**config.mk**
```make
export PLATFORM = sky130hd
export DESIGN_NAME = unl_burst_unloader
export DESIGN_NICKNAME = d
export VERILOG_FILES = /design/src/rtl/unl_pkg.sv /design/src/rtl/unl_sclk_gen.sv /design/src/rtl/unl_word_shift.sv /design/src/rtl/unl_burst_unloader.sv
export SDC_FILE = /design/constraint.sdc
export NUM_CORES = 1
export LEC_CHECK = 0
export CAP_MARGIN = 20
export CORE_ASPECT_RATIO = 1.2
export CORE_MARGIN = 2
export CORE_UTILIZATION = 45
export DETAILED_ROUTE_END_ITERATION = 12
export HOLD_SLACK_MARGIN = 0.08
export PLACE_DENSITY = 0.67
export SYNTH_ARGS = -nofsm -noshare
export SYNTH_HDL_FRONTEND = slang
export SYNTH_SLANG_ARGS = --single-unit
```
**constraint.sdc**
```tcl
create_clock -name clk -period 2.35 [get_ports clk]
set_clock_uncertainty 0.15 [all_clocks]
set_input_delay 0.47 -clock clk [delete_from_list [all_inputs] [get_ports clk]]
set_output_delay 0.47 -clock clk [all_outputs]
set_load 0.02 [all_outputs]
```
**src/rtl/unl_pkg.sv**
```systemverilog
package unl_pkg;

    // Burst controller states
    typedef enum logic [2:0] {
        ST_IDLE,
        ST_LEAD,
        ST_RUN,
        ST_TAIL,
        ST_DONE
    } unl_state_e;

endpackage

```
**src/rtl/unl_sclk_gen.sv**
```systemverilog
module unl_sclk_gen #(
    parameter int DIV_W = 3
) (
    input  logic             clk,
    input  logic             rst_n,
    input  logic             halt,
    input  logic             load_div,
    input  logic [DIV_W-1:0] div_in,
    input  logic             start,
    input  logic             active,
    output logic             sclk,
    output logic             rise_now,
    output logic             fall_now
);
    localparam int CNT_W = DIV_W + 1;

    logic [DIV_W-1:0] div_q;
    logic [CNT_W-1:0] hc;
    logic [CNT_W-1:0] half;
    logic             tick;

    assign half     = {1'b0, div_q} + CNT_W'(1);
    assign tick     = active && (hc == half);
    assign rise_now = tick && !sclk;
    assign fall_now = tick && sclk;

    always_ff @(posedge clk or negedge rst_n) begin
        if (!rst_n) begin
            div_q <= '0;
            hc    <= '0;
            sclk  <= 1'b0;
        end else begin
            if (load_div) begin
                div_q <= div_in;
            end
            if (halt) begin
                sclk <= 1'b0;
                hc   <= '0;
            end else if (start) begin
                sclk <= 1'b1;
                hc   <= CNT_W'(1);
            end else if (tick) begin
                sclk <= ~sclk;
                hc   <= CNT_W'(1);
            end else if (active) begin
                hc   <= hc + CNT_W'(1);
            end
        end
    end

    // half-period counter never runs past the latched half period
    a_r3_half_bound: assert property (@(posedge clk) disable iff (!rst_n)
        active |-> (hc <= half) && (hc != '0));

endmodule

```
**src/rtl/unl_word_shift.sv**
```systemverilog
module unl_word_shift #(
    parameter int WORD_W = 16
) (
    input  logic              clk,
    input  logic              rst_n,
    input  logic              clr,
    input  logic              load,
    input  logic              shift,
    input  logic [WORD_W-1:0] word_in,
    output logic              sdo,
    output logic              sdfs,
    output logic              last_bit,
    output logic              fetch_pt
);
    localparam int BC_W = (WORD_W > 2) ? $clog2(WORD_W) : 1;

    logic [WORD_W-1:0] shreg;
    logic [BC_W-1:0]   bc;

    assign sdo      = shreg[WORD_W-1];
    assign last_bit = (bc == '0);
    assign fetch_pt = (load && (WORD_W == 2)) || (shift && (int'(bc) == 2));

    always_ff @(posedge clk or negedge rst_n) begin
        if (!rst_n) begin
            shreg <= '0;
            bc    <= '0;
            sdfs  <= 1'b0;
        end else if (clr) begin
            shreg <= '0;
            bc    <= '0;
            sdfs  <= 1'b0;
        end else if (load) begin
            shreg <= word_in;
            bc    <= BC_W'(WORD_W - 1);
            sdfs  <= 1'b1;
        end else if (shift) begin
            shreg <= {shreg[WORD_W-2:0], 1'b0};
            bc    <= bc - BC_W'(1);
            sdfs  <= 1'b0;
        end
    end

    // a new word is only loaded once the previous word's last bit is out
    a_r7_load_at_last: assert property (@(posedge clk) disable iff (!rst_n)
        (sdfs && !$past(sdfs)) |-> ($past(bc) == '0));

endmodule

```
**src/rtl/unl_burst_unloader.sv**
```systemverilog
module unl_burst_unloader
    import unl_pkg::*;
#(
    parameter int WORD_W   = 16,
    parameter int DIV_W    = 3,
    parameter int SCLK_OFF = 5,
    parameter int FS_OFF   = 15
) (
    input  logic              clk,
    input  logic              rst_n,
    input  logic              dump,
    input  logic [DIV_W-1:0]  div_cfg,
    input  logic              buf_empty,
    input  logic [WORD_W-1:0] buf_data,
    output logic              sclk,
    output logic              sdfs,
    output logic              sdo,
    output logic              buf_rd
);
    localparam int OFF_W = $clog2(FS_OFF + 1);

    unl_state_e       state, state_nx;
    logic [OFF_W-1:0] off_q;
    logic             pending;
    logic             started;

    logic halt, start_cond, lead_done, off_ge;
    logic rise_now, fall_now, last_bit, fetch_pt;
    logic boundary, word_go, tail_go, shift_go, fetch_now;
    logic clk_active;

    assign halt       = (state != ST_IDLE) && !dump;
    assign start_cond = (state == ST_IDLE) && dump;
    assign lead_done  = (state == ST_LEAD) && (off_q == OFF_W'(SCLK_OFF));
    assign off_ge     = (off_q >= OFF_W'(FS_OFF));
    assign clk_active = (state == ST_RUN) || (state == ST_TAIL);

    assign boundary  = (state == ST_RUN) && rise_now && (started ? last_bit : off_ge);
    assign word_go   = boundary && pending && !halt;
    assign tail_go   = boundary && !pending && !halt;
    assign shift_go  = (state == ST_RUN) && rise_now && started && !last_bit && !halt;
    assign fetch_now = (start_cond || (fetch_pt && !halt)) && !buf_empty;

    // Serial clock generator
    unl_sclk_gen #(.DIV_W(DIV_W)) u_clkgen (
        .clk      (clk),
        .rst_n    (rst_n),
        .halt     (halt),
        .load_div (start_cond),
        .div_in   (div_cfg),
        .start    (lead_done && !halt),
        .active   (clk_active),
        .sclk     (sclk),
        .rise_now (rise_now),
        .fall_now (fall_now)
    );

    // Word shifter and frame marker
    unl_word_shift #(.WORD_W(WORD_W)) u_shift (
        .clk      (clk),
        .rst_n    (rst_n),
        .clr      (halt || tail_go || start_cond),
        .load     (word_go),
        .shift    (shift_go),
        .word_in  (buf_data),
        .sdo      (sdo),
        .sdfs     (sdfs),
        .last_bit (last_bit),
        .fetch_pt (fetch_pt)
    );

    // State register
    always_ff @(posedge clk or negedge rst_n) begin
        if (!rst_n) begin
            state <= ST_IDLE;
        end else begin
            state <= state_nx;
        end
    end

    // Next-state logic
    always_comb begin
        state_nx = state;
        unique case (state)
            ST_IDLE: if (dump)      state_nx = ST_LEAD;
            ST_LEAD: if (halt)      state_nx = ST_IDLE;
                     else if (lead_done) state_nx = ST_RUN;
            ST_RUN:  if (halt)      state_nx = ST_IDLE;
                     else if (tail_go)   state_nx = ST_TAIL;
            ST_TAIL: if (halt)      state_nx = ST_IDLE;
                     else if (fall_now)  state_nx = ST_DONE;
            ST_DONE: if (!dump)     state_nx = ST_IDLE;
            default:                state_nx = ST_IDLE;
        endcase
    end

    // Output and bookkeeping registers
    always_ff @(posedge clk or negedge rst_n) begin
        if (!rst_n) begin
            off_q   <= '0;
            pending <= 1'b0;
            started <= 1'b0;
            buf_rd  <= 1'b0;
        end else if (halt) begin
            pending <= 1'b0;
            started <= 1'b0;
            buf_rd  <= 1'b0;
        end else begin
            buf_rd <= fetch_now;
            if (start_cond) begin
                off_q <= OFF_W'(1);
            end else if ((state != ST_IDLE) && (off_q < OFF_W'(FS_OFF))) begin
                off_q <= off_q + OFF_W'(1);
            end
            if (fetch_now) begin
                pending <= 1'b1;
            end else if (word_go || start_cond) begin
                pending <= 1'b0;
            end
            if (start_cond) begin
                started <= 1'b0;
            end else if (word_go) begin
                started <= 1'b1;
            end
        end
    end

    // no serial clock before the lead-in completes
    a_r2_quiet_lead: assert property (@(posedge clk) disable iff (!rst_n)
        ((state == ST_IDLE) || (state == ST_LEAD)) |-> !sclk);

    // the frame marker rises together with the serial clock
    a_r4_fs_on_rise: assert property (@(posedge clk) disable iff (!rst_n)
        $rose(sdfs) |-> $rose(sclk));

    // data only moves on a serial rising edge or on an abort
    a_r5_sdo_on_rise: assert property (@(posedge clk) disable iff (!rst_n)
        !$stable(sdo) |-> ($rose(sclk) || !$past(dump)));

    // read strobe is a single cycle and never issued against an empty buffer
    a_r6_rd_single: assert property (@(posedge clk) disable iff (!rst_n)
        buf_rd |=> !buf_rd);
    a_r6_rd_not_empty: assert property (@(posedge clk) disable iff (!rst_n)
        buf_rd |-> !$past(buf_empty));

    // parked outputs after a finished burst
    a_r8_parked: assert property (@(posedge clk) disable iff (!rst_n)
        (state == ST_DONE) |-> (!sclk && !sdfs && !sdo));

    // dropping dump while busy clears every output at the next edge
    a_r9_abort: assert property (@(posedge clk) disable iff (!rst_n)
        (($past(state) != ST_IDLE) && !$past(dump)) |-> (!sclk && !sdfs && !sdo && !buf_rd));

endmodule

```
==> impl_metrics.env, run 1 <==
export IMPL_drtIter0Drc=74
export IMPL_fin_cells=327
export IMPL_min_period_over_period_pct=97.4
export IMPL_antennaDiodeCount=0
export IMPL_cpPeakStageDelay_ps=400
export IMPL_syn_cell_area_um2=2220
export IMPL_area_delta_synth_final_pct=32.3
export IMPL_ctsLongestPathBuffers=2
export IMPL_hold_violations=0
export IMPL_numPortBuffers=26
export IMPL_dp_hpwl_um=3220
export IMPL_slew_viol_final=0
export IMPL_wirelength_um=4310
export IMPL_grt_overflow_total=0
export IMPL_placementRows=28
export IMPL_die_x_um=68.2
export IMPL_ys_dominant_reg_cell="dfrtp_1"
export IMPL_cts_root_buf="clkbuf_8"
export IMPL_die_area_um2=5520
export IMPL_grtUsageTotal_pct=18.2
export IMPL_yosysWarnings=0
export IMPL_initial_core_util_pct=46.0
export IMPL_min_period_ps=2290
export IMPL_syn_num_nets=246
export IMPL_path_max_fanout=3
export IMPL_worstMarginPinSlew_ps=584
export IMPL_synth_seq_cells=39
export IMPL_ant_nets=0
export IMPL_min_path_type="reg -> reg"
export IMPL_outcome="finished clean"
export IMPL_drc=0
export IMPL_globalplace_congestion=0.812
export IMPL_cts_tree="yes"
export IMPL_fin_ws_ps=61.1
export IMPL_clkLatencyLatePin_ps=290
export IMPL_place_area_um2=2720
export IMPL_ir_worst_vdd_uv=340
export IMPL_grt_pass1_wl_um=7600
export IMPL_synthTopCellsByArea="dfrtp_1 (44%), mux2i_1 (6.7%), ha_1 (5.1%)"
export IMPL_timing_fmax_ghz=0.437
export IMPL_avgRoutedWirePerCell_um=13.2
export IMPL_drive_gt1_share_pct=24.7
export IMPL_powerDensity_nw_per_um2=871
export IMPL_die_h_um=81.0
export IMPL_core_area_um2=4830
export IMPL_vias=1787
export IMPL_pre_cts_ws_ps=-140
export IMPL_cap_viol_max_count=0
export IMPL_crit_type="reg -> reg"
export IMPL_cellLeakagePower_nw=1.29
export IMPL_nFillCells=418
export IMPL_grt_pass1_vias=1767
export IMPL_synth_top_cell_by_area="dfrtp_1"
export IMPL_timing_hold_ws_ps=350
export IMPL_max_slew_margin_rel_pct=61.1
export IMPL_fin_util_pct=60.9
export IMPL_synthCells=214
export IMPL_crit_family="compound AO/OA/AOI/OAI gates"
export IMPL_crit_buf_inv=0
export IMPL_dr_pass1_iters=4
export IMPL_cp_end_kind="flip-flop"
export IMPL_setup_violations=0
export IMPL_seq_area_frac_synth_pct=43.9
export IMPL_ctsHtreeMaxLevel=2
export IMPL_clock_sinks=39
export IMPL_cts_clk_slew_worst_paths_ps=70
export IMPL_crit_chain="ha_1, xor2_2, and4b_2, o21ai_4, o41ai_4, nor2_1, a211o_1"
export IMPL_vias_per_cell=5.46
export IMPL_worst_setup_path_start_kind="flip-flop"
export IMPL_slowest_stage="o41ai_4"
export IMPL_syn_area_per_cell_um2=10.4
export IMPL_crit_arrival_ps=2320
export IMPL_antenna_found_initial=0
export IMPL_final_nets=298
export IMPL_synth_edf_count=0
export IMPL_grt_max_degree=33
export IMPL_ios=27
export IMPL_crit_required_ps=2380
export IMPL_async_flop_share_pct=100
export IMPL_numCtsBuffers=5
export IMPL_fin_area_um2=2940
export IMPL_place_inst=315
export IMPL_synthDominantCellAreaShare_pct=43.9
export IMPL_yosysUniqueCellTypes=51
layout make-up:
type                            instances  area [µm²]  area share, %
Sequential cell                        39         976           33.1
Timing Repair Buffer                   55         534           18.1
Multi-Input combinational cell        157        1210           41.1
Clock buffer                            6        82.6           2.80
Tap cell                               60        75.1           2.55
Clock inverter                          2        35.0           1.19
Inverter                                8        30.0           1.02
cells in the final DEF (no fill, tap or decap), types with 4 or more instances in the layout:
master	Yosys	final
nor2_1	27	26
buf_4	2	23
a21oi_1	5	5
inv_1	8	8
ha_1	9	8
nor3_1	7	6
clkbuf_8	0	6
a211oi_1	11	8
clkdlybuf4s50_1	0	25
nand3_1	6	6
o21ai_0	7	7
mux2i_1	15	15
mux2_2	4	4
nand2_1	10	10
dfrtp_1	39	39
a211oi_2	7	10
sequential cells by signal (all words and copies together), names as in the netlist:
signal and flops:
buf_rd 1, off_q 4, pending 1, started 1, state 3, u_clkgen.div_q 3
u_clkgen.hc 4, u_clkgen.sclk 1, u_shift.bc 4, u_shift.sdfs 1, u_shift.shreg 16
synth_stat cells, types with 3 or more instances:
library cell and count:
dfrtp_1 39, nor2_1 27, mux2i_1 15, a211oi_1 11
nand2_1 10, ha_1 9, inv_1 8, a211oi_2 7
nor3_1 7, o21ai_0 7, nand3_1 6, a21oi_1 5
buf_2 4, mux2_2 4, xor2_1 4, nand3b_1 3
o31ai_1 3
logic make-up after synthesis:
family,Yosys count,synth area share (%)
AOI/OAI and AO/OA,53,19.0
xor gates and xnor gates,6,2.36
adders and majority gates,9,5.06
buffers and inverters,18,4.67
DFF,39,43.9
muxes,19,8.77
and+or+nand+nor,70,16.3
per-stage QoR:
stage,TNS [ps],power (mW)
floorplan,-20.0,1.55
global placement,-2030,1.92
detailed placement,-2300,1.95
CTS,0,2.53
global route,-56.5,2.76
finish,0,2.57
per-layer routing:
metal	track usage (%)	share of wire, %	up-vias
met5	0	0	-
met2	31.4	52	30
met4	7.40	1.5	0
met3	3.88	3.2	4
li1	-	-	884
met1	21.7	43	869
worst register-to-register path, delay by kind of cell (launching register included):
family / cells / cell delay (ps)
AO/OA/AOI/OAI: 3 / 790
XOR/XNOR: 1 / 200
adder cells (fa/ha/maj): 1 / 230
flip-flops: 1 / 390
AND/OR/NAND/NOR: 2 / 420
worst paths after layout:
kind                                                from                      endpoint  slack (ps)  cells after the start
max reg2reg                u_clkgen.div_q[0]$_DFFE_PN0P_     u_shift.bc[1]$_DFFE_PN0P_          60                      7
max in group asynchronous                          rst_n  u_shift.shreg[0]$_DFFE_PN0P_         940                      3
max                        u_clkgen.div_q[0]$_DFFE_PN0P_     u_shift.bc[1]$_DFFE_PN0P_          60                      7
min                             u_shift.sdfs$_DFFE_PN0P_      u_shift.sdfs$_DFFE_PN0P_         350                      1
min in group asynchronous                          rst_n          state[1]$_DFFE_PN0P_         560                      2
min reg2reg                     u_shift.sdfs$_DFFE_PN0P_      u_shift.sdfs$_DFFE_PN0P_         350                      1
report_power, final:
group,switching (mW),internal [mW],total [mW]
clock network,0.233,0.343,0.576
registers,0.111,0.783,0.894
logic,0.550,0.545,1.10
what timing repair did:
action                                  CTS  global route
hold buffers                              1             0
hold endpoints to repair                 23             0
setup buffers                             0             2
resized for setup                         0            13
pin swaps                                 1             1
gates cloned                              0             1
endpoints found under the setup margin    1            23
No activity file was read; power rests on OpenSTA's default activity.
==> run 2: changes to the inputs <==
- CORE_ASPECT_RATIO: 1.2 -> 1.75
==> run 2 against run 1 <==
Effect of this change:
- cell count fell by 1.5%
- total power fell by 3.5%
- non-clock buffer count rose by 3
- sequential power barely moved
- maximum frequency fell by 1.6%
- critical path type unchanged
==> impl_metrics.env, run 2 (synthesis gave the netlist of run 1 again) <==
export IMPL_layout_common_cells="dfrtp_1 (39), clkdlybuf4s50_1 (25), nor2_1 (24), buf_4 (23), a211oi_2 (15)"
export IMPL_grt_pass1_vias=1798
export IMPL_vias=1840
export IMPL_crit_required_ps=2370
export IMPL_ctsLongestPathBuffers=2
export IMPL_ios=27
export IMPL_finalPower_mw=2.48
export IMPL_outcome="finished clean"
export IMPL_grt_overflow_total=0
export IMPL_clock_sinks=39
export IMPL_min_period_ps=2330
export IMPL_clkLatencyLatePin_ps=290
export IMPL_clkPwrFrac_pct=17.7
export IMPL_antennaDiodeCount=0
export IMPL_ctsHtreeMaxLevel=2
export IMPL_grt_max_degree=33
export IMPL_area_delta_synth_final_pct=37.5
export IMPL_die_area_um2=5540
export IMPL_placementRows=33
export IMPL_rsz0062_at_grt="true"
export IMPL_dr_pass1_iters=4
export IMPL_worst_setup_path_start_kind="flip-flop"
export IMPL_powerDensity_nw_per_um2=809
export IMPL_fin_ws_ps=24.6
export IMPL_drc=0
export IMPL_seqPwrFrac_pct=36.0
export IMPL_die_x_um=57.2
export IMPL_p_int_mw=1.55
export IMPL_crit_type="reg -> reg"
export IMPL_vias_per_cell=5.71
export IMPL_ant_nets=0
export IMPL_final_nets=301
export IMPL_place_area_um2=2730
export IMPL_cts_tree="yes"
export IMPL_slew_viol_final=0
export IMPL_grtUsageTotal_pct=18.3
export IMPL_cts_root_buf="clkbuf_8"
export IMPL_setup_violations=0
export IMPL_numPortBuffers=26
export IMPL_avgRoutedWirePerCell_um=15.2
export IMPL_drtIter0Drc=43
export IMPL_max_slew_margin_rel_pct=67.5
export IMPL_cellLeakagePower_nw=1.31
export IMPL_cp_end_kind="flip-flop"
export IMPL_fin_area_um2=3060
export IMPL_mostFrequentLayoutCell="dfrtp_1"
export IMPL_crit_chain="or3_4, ha_4, nor3_4, nand3_4, nor2_8, buf_12, mux2i_2, a211oi_2"
export IMPL_largest_reg_flops=16
export IMPL_slowest_stage="or3_4"
export IMPL_fin_util_pct=65.0
export IMPL_die_h_um=97.0
export IMPL_crit_arrival_ps=2340
export IMPL_crit_family="simple AND/OR/NAND/NOR gates"
export IMPL_comb_power_share_pct=46.3
export IMPL_min_path_type="reg -> reg"
export IMPL_worstMarginPinSlew_ps=488
export IMPL_antenna_found_initial=0
export IMPL_largest_register="u_shift.shreg"
export IMPL_timing_fmax_ghz=0.430
export IMPL_r2r_slack_ps=20
export IMPL_path_max_fanout=8
export IMPL_globalplace_congestion=0.777
export IMPL_dp_hpwl_um=3480
export IMPL_wirelength_um=4910
export IMPL_cts_clk_slew_worst_paths_ps=80
export IMPL_core_area_um2=4710
export IMPL_hold_violations=0
export IMPL_power_switching_mw=0.923
export IMPL_cap_viol_max_count=0
export IMPL_crit_buf_inv=1
export IMPL_ir_worst_vdd_uv=517
export IMPL_min_period_over_period_pct=99.0
export IMPL_grt_pass1_wl_um=7950
export IMPL_swShare_pct=37.3
export IMPL_numCtsBuffers=5
export IMPL_initial_core_util_pct=47.3
export IMPL_drive_gt1_share_pct=30.0
export IMPL_pre_cts_ws_ps=-158
export IMPL_cpPeakStageDelay_ps=410
run 2: metal layers:
layer  global-route usage [%]  share of wire [%]
met1                     18.9                 34
met2                     34.7                 61
met3                     3.34                1.9
met4                     6.98                3.1
met5                        0                  0
run 2: area by class of cell:
| cell class | count | area [µm²] |
|---|---|---|
| sequential | 39 | 976 |
| clock buffer | 7 | 76.3 |
| timing repair buffer | 58 | 582 |
| fill | 404 | 1650 |
| inverter | 8 | 30.0 |
| multi-input combinational | 157 | 1320 |
| tap | 52 | 65.1 |
| clock inverter | 1 | 5.00 |
run 2: timing repair:
action | 4_1_cts | 5_1_grt
endpoints found under the hold margin | 20 | 0
cloned | 0 | 2
hold buffers | 1 | 0
buffers inserted | 0 | 2
pin swaps | 1 | 7
gates resized for setup | 1 | 34
endpoints found under the setup margin | 14 | 19
run 2: path summary, 6_finish.rpt:
path | depth (start not counted) | startpoint | end
worst max-delay path | 8 | state[1]$_DFFE_PN0P_ | u_shift.shreg[7]$_DFFE_PN0P_
worst min-delay path | 1 | u_shift.sdfs$_DFFE_PN0P_ | u_shift.sdfs$_DFFE_PN0P_
worst max register to register | 8 | state[1]$_DFFE_PN0P_ | u_shift.shreg[7]$_DFFE_PN0P_
worst min register to register | 1 | u_shift.sdfs$_DFFE_PN0P_ | u_shift.sdfs$_DFFE_PN0P_
max in group asynchronous | 3 | rst_n | pending$_DFFE_PN0P_
min in group asynchronous | 2 | rst_n | u_clkgen.div_q[1]$_DFFE_PN0P_
run 2: metrics by stage:
step | hold WS (ps) | TNS, ps | std cells
final | 353 | 0 | 322
after global routing | 391 | -313 | 322
after CTS | 365 | 0 | 318
after detailed placement | 311 | -2390 | 309
after global placement | 306 | -2030 | 309
after floorplan | 24.4 | -20.0 | 214
run 2: power by group through the flow:
stage          sequential [mW]  combinational, mW  clock, mW
3_5_place_dp             0.905               1.05          0
2_1_floorplan            0.902              0.648          0
5_1_grt                  0.912               1.28      0.489
4_1_cts                  0.892               1.06      0.460
6_report                 0.891               1.15      0.438
3_3_place_gp             0.900               1.03          0
